## config.mk

```make
export PLATFORM = sky130hd
export DESIGN_NAME = hpt_walker
export DESIGN_NICKNAME = d
export VERILOG_FILES = /design/src/rtl/hpt_pkg.sv /design/src/rtl/hpt_hash.sv /design/src/rtl/hpt_step_ctr.sv /design/src/rtl/hpt_addr_gen.sv /design/src/rtl/hpt_walker.sv
export SDC_FILE = /design/constraint.sdc
export NUM_CORES = 1
export LEC_CHECK = 0
export CORE_MARGIN = 2
export CORE_UTILIZATION = 59
export DETAILED_ROUTE_END_ITERATION = 7
export DONT_BUFFER_PORTS = 1
export GPL_ROUTABILITY_DRIVEN = 0
export GPL_TIMING_DRIVEN = 0
export PLACE_DENSITY = 0.75
export RECOVER_POWER = 50
export SLEW_MARGIN = 20
export SYNTH_ARGS = -nofsm -noshare
export SYNTH_HDL_FRONTEND = slang
export SYNTH_SLANG_ARGS = --single-unit
```

## constraint.sdc

```tcl
create_clock -name clk -period 2.77 [get_ports clk]
set_input_delay 0.1385 -clock clk [delete_from_list [all_inputs] [get_ports clk]]
set_output_delay 0.1385 -clock clk [all_outputs]
set_load 0.02 [all_outputs]
```

## src/rtl/hpt_pkg.sv

```systemverilog
package hpt_pkg;
  typedef enum logic [2:0] {
    WK_IDLE,
    WK_HEAD,
    WK_KEY,
    WK_FRAME,
    WK_LINK,
    WK_DONE
  } walk_state_t;

  localparam int unsigned SLOT_KEY   = 0;
  localparam int unsigned SLOT_FRAME = 1;
  localparam int unsigned SLOT_LINK  = 2;
endpackage

```

## src/rtl/hpt_hash.sv

```systemverilog
module hpt_hash #(
  parameter int unsigned VPN_W = 20,
  parameter int unsigned IDX_W = 10
) (
  input  logic [VPN_W-1:0] vpn,
  output logic [IDX_W-1:0] idx
);
  localparam int unsigned HALF = VPN_W / 2;
  logic [HALF-1:0] folded;

  function automatic logic [HALF-1:0] fold_halves(input logic [VPN_W-1:0] v);
    return v[HALF-1:0] ^ v[2*HALF-1:HALF];
  endfunction

  assign folded = fold_halves(vpn);
  assign idx    = folded[IDX_W-1:0];
endmodule

```

## src/rtl/hpt_step_ctr.sv

```systemverilog
module hpt_step_ctr #(
  parameter int unsigned MAX_CHAIN = 16,
  localparam int unsigned CW = $clog2(MAX_CHAIN + 1)
) (
  input  logic          clk,
  input  logic          rst_n,
  input  logic          clear,
  input  logic          step,
  output logic [CW-1:0] count,
  output logic          at_limit
);
  always_ff @(posedge clk or negedge rst_n) begin
    if (!rst_n)     count <= '0;
    else if (clear) count <= '0;
    else if (step)  count <= count + 1'b1;
  end

  assign at_limit = (count == CW'(MAX_CHAIN));
endmodule

```

## src/rtl/hpt_addr_gen.sv

```systemverilog
module hpt_addr_gen
  import hpt_pkg::*;
#(
  parameter int unsigned AW        = 32,
  parameter int unsigned IDX_W     = 10,
  parameter int unsigned HEAD_BASE = 0
) (
  input  walk_state_t      state,
  input  logic [IDX_W-1:0] idx,
  input  logic [AW-1:0]    elem,
  output logic [AW-1:0]    addr
);
  function automatic logic [AW-1:0] slot_addr(input logic [AW-1:0] p, input int unsigned slot);
    return p + AW'(slot);
  endfunction

  always_comb begin
    unique case (state)
      WK_HEAD:  addr = AW'(HEAD_BASE) + AW'(idx);
      WK_KEY:   addr = slot_addr(elem, SLOT_KEY);
      WK_FRAME: addr = slot_addr(elem, SLOT_FRAME);
      WK_LINK:  addr = slot_addr(elem, SLOT_LINK);
      default:  addr = '0;
    endcase
  end
endmodule

```

## src/rtl/hpt_walker.sv

```systemverilog
module hpt_walker
  import hpt_pkg::*;
#(
  parameter int unsigned VPN_W     = 20,
  parameter int unsigned OFF_W     = 12,
  parameter int unsigned PFN_W     = 20,
  parameter int unsigned IDX_W     = 10,
  parameter int unsigned AW        = 32,
  parameter int unsigned DW        = 32,
  parameter int unsigned MAX_CHAIN = 16,
  parameter int unsigned HEAD_BASE = 0,
  localparam int unsigned VA_W     = VPN_W + OFF_W,
  localparam int unsigned PA_W     = PFN_W + OFF_W,
  localparam int unsigned CW       = $clog2(MAX_CHAIN + 1)
) (
  input  logic            clk,
  input  logic            rst_n,
  input  logic            req_valid,
  output logic            req_ready,
  input  logic [VA_W-1:0] req_vaddr,
  output logic            rsp_valid,
  input  logic            rsp_ready,
  output logic            rsp_fault,
  output logic [PA_W-1:0] rsp_paddr,
  output logic            mem_req,
  output logic [AW-1:0]   mem_addr,
  input  logic            mem_ack,
  input  logic [DW-1:0]   mem_rdata
);
  walk_state_t      state_q;
  logic [VPN_W-1:0] vpn_q;
  logic [OFF_W-1:0] off_q;
  logic [AW-1:0]    elem_q;
  logic [PA_W-1:0]  paddr_q;
  logic             fault_q;
  logic [IDX_W-1:0] bucket;

  // Named internal events, visible to the bound checker
  logic          accept_evt;
  logic          rd_fire;
  logic          link_fire;
  logic          null_evt;
  logic          limit_evt;
  logic          step_evt;
  logic          key_match;
  logic          hit_evt;
  logic [CW-1:0] visit_cnt;
  logic          at_limit;
  logic [AW-1:0] link_ptr;

  hpt_hash #(.VPN_W(VPN_W), .IDX_W(IDX_W)) u_hash (
    .vpn (vpn_q),
    .idx (bucket)
  );

  hpt_addr_gen #(.AW(AW), .IDX_W(IDX_W), .HEAD_BASE(HEAD_BASE)) u_addr (
    .state (state_q),
    .idx   (bucket),
    .elem  (elem_q),
    .addr  (mem_addr)
  );

  hpt_step_ctr #(.MAX_CHAIN(MAX_CHAIN)) u_steps (
    .clk      (clk),
    .rst_n    (rst_n),
    .clear    (accept_evt),
    .step     (step_evt),
    .count    (visit_cnt),
    .at_limit (at_limit)
  );

  assign req_ready  = (state_q == WK_IDLE);
  assign rsp_valid  = (state_q == WK_DONE);
  assign rsp_fault  = fault_q;
  assign rsp_paddr  = paddr_q;
  assign mem_req    = (state_q == WK_HEAD) || (state_q == WK_KEY) ||
                      (state_q == WK_FRAME) || (state_q == WK_LINK);

  assign accept_evt = req_valid && req_ready;
  assign rd_fire    = mem_req && mem_ack;
  assign link_ptr   = mem_rdata[AW-1:0];
  assign link_fire  = rd_fire && ((state_q == WK_HEAD) || (state_q == WK_LINK));
  assign null_evt   = link_fire && (link_ptr == '0);
  assign limit_evt  = link_fire && (link_ptr != '0) && at_limit;
  assign step_evt   = link_fire && (link_ptr != '0) && !at_limit;
  assign key_match  = (mem_rdata[VPN_W-1:0] == vpn_q);
  assign hit_evt    = rd_fire && (state_q == WK_FRAME);

  always_ff @(posedge clk or negedge rst_n) begin
    if (!rst_n) begin
      state_q <= WK_IDLE;
      vpn_q   <= '0;
      off_q   <= '0;
      elem_q  <= '0;
      paddr_q <= '0;
      fault_q <= 1'b0;
    end else begin
      unique case (state_q)
        WK_IDLE: if (accept_evt) begin
          vpn_q   <= req_vaddr[VA_W-1:OFF_W];
          off_q   <= req_vaddr[OFF_W-1:0];
          state_q <= WK_HEAD;
        end
        WK_HEAD, WK_LINK: if (rd_fire) begin
          if (null_evt || limit_evt) begin
            fault_q <= 1'b1;
            paddr_q <= '0;
            state_q <= WK_DONE;
          end else begin
            elem_q  <= link_ptr;
            state_q <= WK_KEY;
          end
        end
        WK_KEY: if (rd_fire) begin
          state_q <= key_match ? WK_FRAME : WK_LINK;
        end
        WK_FRAME: if (rd_fire) begin
          paddr_q <= {mem_rdata[PFN_W-1:0], off_q};
          fault_q <= 1'b0;
          state_q <= WK_DONE;
        end
        WK_DONE: if (rsp_ready) state_q <= WK_IDLE;
        default: state_q <= WK_IDLE;
      endcase
    end
  end
endmodule

```

Yosys cells after proc, flatten, opt, wreduce, memory -nomap -nowiden

Index checks and enable logic that the tools add are counted.

Flip-flop bits (word level): 105
Input bits: 69
Output and inout bits: 68
Logic and storage cells: 67

$add $sub $neg: 3
Equality and inequality tests: 13
Muxes and demuxes: 19
Bitwise operators: 2
Reduce and logical (&&, ||, !) cells: 23

Operators by type and width:

| operator                                                                | count |
|---|---|
| 32-bit one-hot mux with 4 select lines                                  | 1 |
| 32-bit 2-to-1 mux                                                       | 3 |
| 32-bit one-hot mux with 2 select lines                                  | 1 |
| 32-bit by 1-bit adder with 32-bit output, second input constant         | 1 |
| 32-bit by 2-bit adder with 32-bit output, second input constant         | 1 |
| 32-bit logical NOT                                                      | 1 |
| 32-bit nonzero test                                                     | 1 |
| 3-bit 2-to-1 mux                                                        | 7 |
| 20-bit == test                                                          | 1 |
| 3-bit one-hot mux with 5 select lines                                   | 1 |
| 5-bit 2-to-1 mux                                                        | 2 |
| 10-bit bitwise XOR                                                      | 1 |
| 2-bit inequality test, second input constant                            | 4 |
| 1-bit logical AND                                                       | 7 |
| 3-bit by 2-bit == test with 1-bit output, second input constant         | 2 |
| 3-bit == test, second input constant                                    | 2 |
| 5-bit by 1-bit adder with 5-bit output, second input constant           | 1 |
| 5-bit == test, second input constant                                    | 1 |
| 1-bit logical OR                                                        | 5 |
| 5-bit AND reduction                                                     | 1 |
| 2-bit by 1-bit inequality test with 1-bit output, second input constant | 2 |
| 4-bit AND reduction                                                     | 1 |
| 2-bit nonzero test                                                      | 2 |
| 3-bit by 1-bit == test with 1-bit output, second input constant         | 1 |
| 8 further kinds                                                         | 10 |

Depth between registers and ports, before layout

Depth in word-level cells: 12
Gate-level depth with buffers: 8
Depth with buffers taken out: 7

By module

From an unflattened synthesis, not the netlist that was laid out.

Cells, all modules: 678
Area, all modules: 6,765.2 µm²

Modules (own cells, without submodules):

| module       | instances | cells each | area an instance (µm²) | sequential area each (µm²) |
|---|---|---|---|---|
| hpt_walker   | 1         | 359        | 4,642.0                | 2,502.4 |
| hpt_addr_gen | 1         | 283        | 1,736.7                | 0.0 |
| hpt_step_ctr | 1         | 26         | 299.0                  | 125.1 |
| hpt_hash     | 1         | 10         | 87.6                   | 0.0 |

Least setup slack after synthesis

Ideal clock, no wire load.

Path type: register to output
From: register elem_q[2]
To: output port mem_addr[29]
Arrival time: 2.470 ns
Data required time: 2.632 ns
Slack: 0.162 ns
Stages on the path, launching flop included: 8
Buffers on the path: 1
Cells stage by stage: dfrtp_1 -> ha_1 -> nand3_1 -> or4_1 -> buf_2 -> nor4_4 -> a41oi_1 -> a311oi_1

Word-level cells in the longest chain between the ends: 2
Elaborated cells between the ends (all ways): 3
Those cells by class: add/sub: 2; mux: 1

Ends and longest elaborated chain:

| item                                                                                                 | line               | source |
|---|---|---|
| from (decl)                                                                                          | hpt_walker.sv:33   | `logic [AW-1:0] elem_q;` |
| from (signal assigned)                                                                               | hpt_walker.sv:110  | `elem_q <= link_ptr;` |
| 32-bit by 2-bit adder with 32-bit output or 32-bit by 1-bit adder with 32-bit output (tied branches) | hpt_addr_gen.sv:14 | `return p + AW'(slot);` |
| 32-bit one-hot mux with 4 select lines *                                                             | hpt_addr_gen.sv:18 | `unique case (state)` |
| to (decl)                                                                                            | hpt_walker.sv:26   | `output logic [AW-1:0] mem_addr,` |

Mark *: on every way between the ends. The rest lies on a longest branch, timed or not.

Final worst setup path

From: register elem_q[2]
To: output port mem_addr[23]

Same word-level chain as after synthesis.

==> results.tsv <==
stage	metric	value	unit
cts	CTS root buf	clkbuf_8	
pwr	Comb pwr share	53.6	%
setup_path	Setup Crit Path Kind	flop to output port	
logic_synthesis	Yosys reg bits	105	
grt	largest net degree at the start of global routing	106	
status	status	complete, but fails checks	
pwr	sequential power share	36.3	%
routing	Wirelength per Cell	21.7	um
setup_path	critical path's largest stage delay	0.45	ns
timing	PnR worst setup slack	-0.0688	ns
timing	Max Slew Vio Count	0	
timing	RSZ-0062 raised after global routing	true	
timing	hold slack	0.0421	ns
min_path	Hold Path Depth	2	
logic_synthesis	Netlist Area Pre-Place	6150	um^2
floorplan	DIE HEIGHT	106	um
logic_synthesis	Synthesized Nets	746	
floorplan	Die X	106	um
pwr	Pint	4.24	mW
logic_synthesis	most frequent cell after synthesis	nand2_1	
cts	Max clock buf depth	2	
setup_path	most used cell, CP	nor3_2	
setup_path	CP max-delay cell	dfrtp_2	
timing	Rel. slew slack	5.30	%
placed_design	Buffers on Ports	0	
timing	fin crit share	102	%
logic_synthesis	cell count after synthesis	673	
finish	Fill cells	688	
min_path	class of the worst hold path	input pin to flop	
grt	number of global-route vias before repair	5574	
routing	total iterations of the first detailed-routing run	8	
setup_path	crit path max fanout	5	
setup_path	WP data arrival	2.70	ns
cts	CTS tree	done	
pwr	pwr dens	1120	nW/um^2
timing	Tmin final	2.84	ns
pwr	total power draw	8.47	mW
routing	drt drc	4	
grt	first-pass GRT wire length	29700	um
finish	Syn-to-layout area delta	23.4	%
logic_synthesis	Synthesis Warnings	0	
cts	Inserted Clock Buffers	9	
setup_path	r2r worst-path depth	7	
floorplan	die area	11300	um^2
logic_synthesis	Distinct cells, synth	56	
pwr	maximum VDD drop	0.574	mV
timing	Max Fclk	0.352	GHz
cts	clk sinks	105	
grt	initial antenna violation count	0	
finish	Finished Layout Cells	910	
status	violated checks	design-rule violations, negative setup slack	
placed_design	HPWL Detailed	13200	um
floorplan	num ports	137	
placed_design	placed cell count	809	
logic_synthesis	Post-synth top flop	dfrtp_1	
logic_synthesis	top cell type's share of synthesized area	42.7	%
setup_path	reg-to-reg setup timing slack	0.14	ns
timing	Fin Clk Skew	0.0118	ns
setup_path	R2R Path End	elem_q[28]	
logic_synthesis	number of flops mapped to enable cells by yosys	0	
run	total of max-cap violations	0	
pwr	Net Sw Frac	49.9	%
min_path	hold worst-path end	rsp_paddr[17]	
timing	Worst Tran Pin Value	1.42	ns
setup_path	critical path, cell by cell	ha_4, nand3_4, or4_4, buf_6, buf_4, nor3_2, a41oi_1, nor3_2	
routing	vias per cell	6.46	
min_path	critical hold path startpoint	mem_rdata[5]	
logic_synthesis	register area share after synthesis	42.7	%
floorplan	Placeable Area	10200	um^2
finish	# nets final	843	
routing	Detailed Route WL	19700	um
finish	diodes inserted	0	
pwr	clock network fraction of design power	10.2	%
logic_synthesis	Post-synth top cells	nand2_1 (136), dfrtp_1 (105), mux2_2 (60)	
routing	ANT nets after route	0	
timing	TNS Setup	-0.127	ns
logic_synthesis	biggest area consumer among synthesized cells	dfrtp_1	
setup_path	CP endpoint kind	output port	
finish	share of post-route cells with drive strength above 1	20.5	%
grt	Total GRT Usage	34.1	%
pwr	Leakage	3.44	nW
pwr	net switching power	4.22	mW
timing	final setup fails	3	
routing	initial DRC count	700	
setup_path	Worst EP required	2.63	ns
cts	H-tree levels	3	
floorplan	Site Rows	37	
grt	global route total overflow	0	
timing	Hold Fails Final Rpt	0	
logic_synthesis	Async SR Flop Fraction	100	%
logic_synthesis	Avg Inst Size Synth	9.14	um^2
logic_synthesis	main area contributors after synthesis	dfrtp_1 (43%), mux2_2 (11%), nand2_1 (8.3%)	
routing	via count	5875	
cts	Reg clk slew, reported paths	0.10	ns
setup_path	Reg2Reg Launch Point	state_q[2]	
cts	Worst-Skew Late Latency	0.37	ns
setup_path	Worst setup SP type	flop	
floorplan	Starting Density	60.1	%
-- power by group through the flow --
stage / Clock [mW] / Combinational [mW] / Sequential, mW
floorplan: 0 / 3.07 / 2.75
global placement: 0 / 3.75 / 2.92
CTS: 0.870 / 4.05 / 3.00
global route: 0.940 / 4.86 / 3.15
finish: 0.859 / 4.53 / 3.07
detailed placement: 0 / 3.88 / 2.96
-- worst max-delay path by stage --
| stage | start | endpoint | slack (ns) |
|---|---|---|---|
| global route | elem_q[2] | mem_addr[23] | -0.08 |
| floorplan | elem_q[2] | mem_addr[29] | 0.16 |
| global placement | state_q[1] | mem_addr[7] | -0.31 |
| finish | elem_q[2] | mem_addr[23] | -0.07 |
| detailed placement | state_q[1] | mem_addr[7] | -0.36 |
| CTS | state_q[1] | mem_addr[19] | -0.09 |
-- through the flow --
stage | setup WS [ns] | instance area [um^2] | utilization, %
global route | -0.0755 | 7590 | 74.2
floorplan | 0.162 | 6150 | -
finish | -0.0688 | 7590 | 74.2
global placement | -0.310 | 6320 | 61.8
CTS | -0.0886 | 7270 | 71.0
detailed placement | -0.363 | 6320 | 61.8
-- flip-flops by register name (all words and copies together), names as in the netlist --
signal         cells
elem_q            32
rsp_paddr         32
vpn_q             20
off_q             12
u_steps.count      5
state_q            3
rsp_fault          1
-- what timing repair did --
item,4_1_cts,5_1_grt
resized for setup,27,48
hold buffers,67,0
gates cloned,0,0
endpoints found under the hold margin,170,0
pin swaps,3,8
buffers inserted,0,23
endpoints found under the setup margin,23,91
-- layout make-up --
| cell class | instances | area, um^2 | area share (%) |
|---|---|---|---|
| multi-input cells | 517 | 3560 | 46.9 |
| inverters | 8 | 30.0 | 0.396 |
| flip-flops and latches | 105 | 2640 | 34.8 |
| clock buffers | 11 | 141 | 1.86 |
| plain buffers | 39 | 179 | 2.36 |
| clock inverters | 4 | 28.8 | 0.379 |
| well taps | 136 | 170 | 2.24 |
| repair buffers | 90 | 845 | 11.1 |
-- kinds of logic after synthesis --
| group | share of synthesized area, % |
|---|---|
| mux | 12.0 |
| compound gates | 11.5 |
| flops | 42.7 |
| buf+inv | 3.34 |
| simple gates | 24.1 |
| fa+ha+maj | 0.814 |
| xor+xnor | 5.56 |
-- per-layer routing --
metal / wire, um / part of all wire [%] / track usage (%)
met5: 0 / 0 / 0
met3: 2160 / 11 / 8.71
met2: 9450 / 48 / 55.7
met1: 7450 / 38 / 44.8
met4: 686 / 3.5 / 11.2
-- cells in the final DEF (no fill, tap or decap), types with 10 or more instances in the layout --
cell type      count
xor2_1            29
buf_4             22
nor2_1            23
nand2_1          135
clkbuf_8          10
dlygate4sd3_1     66
a21oi_1           18
xnor2_1           10
dfrtp_1           96
o21ai_0           27
nand3_1           24
nor3_1            11
mux2_2            60
nor4_1            16
clkbuf_1          21
and3_1            41
-- worst max-delay path, delay by kind of cell, from the launching register on --
kind / cells / cell delay, ns
adders and majority gates: 1 / 0.19
buffers and inverters: 2 / 0.29
and+or+nand+nor: 4 / 1.19
DFF: 1 / 0.45
AOI/OAI and AO/OA: 1 / 0.21
Note: power is estimated with default switching activity, not from simulation.
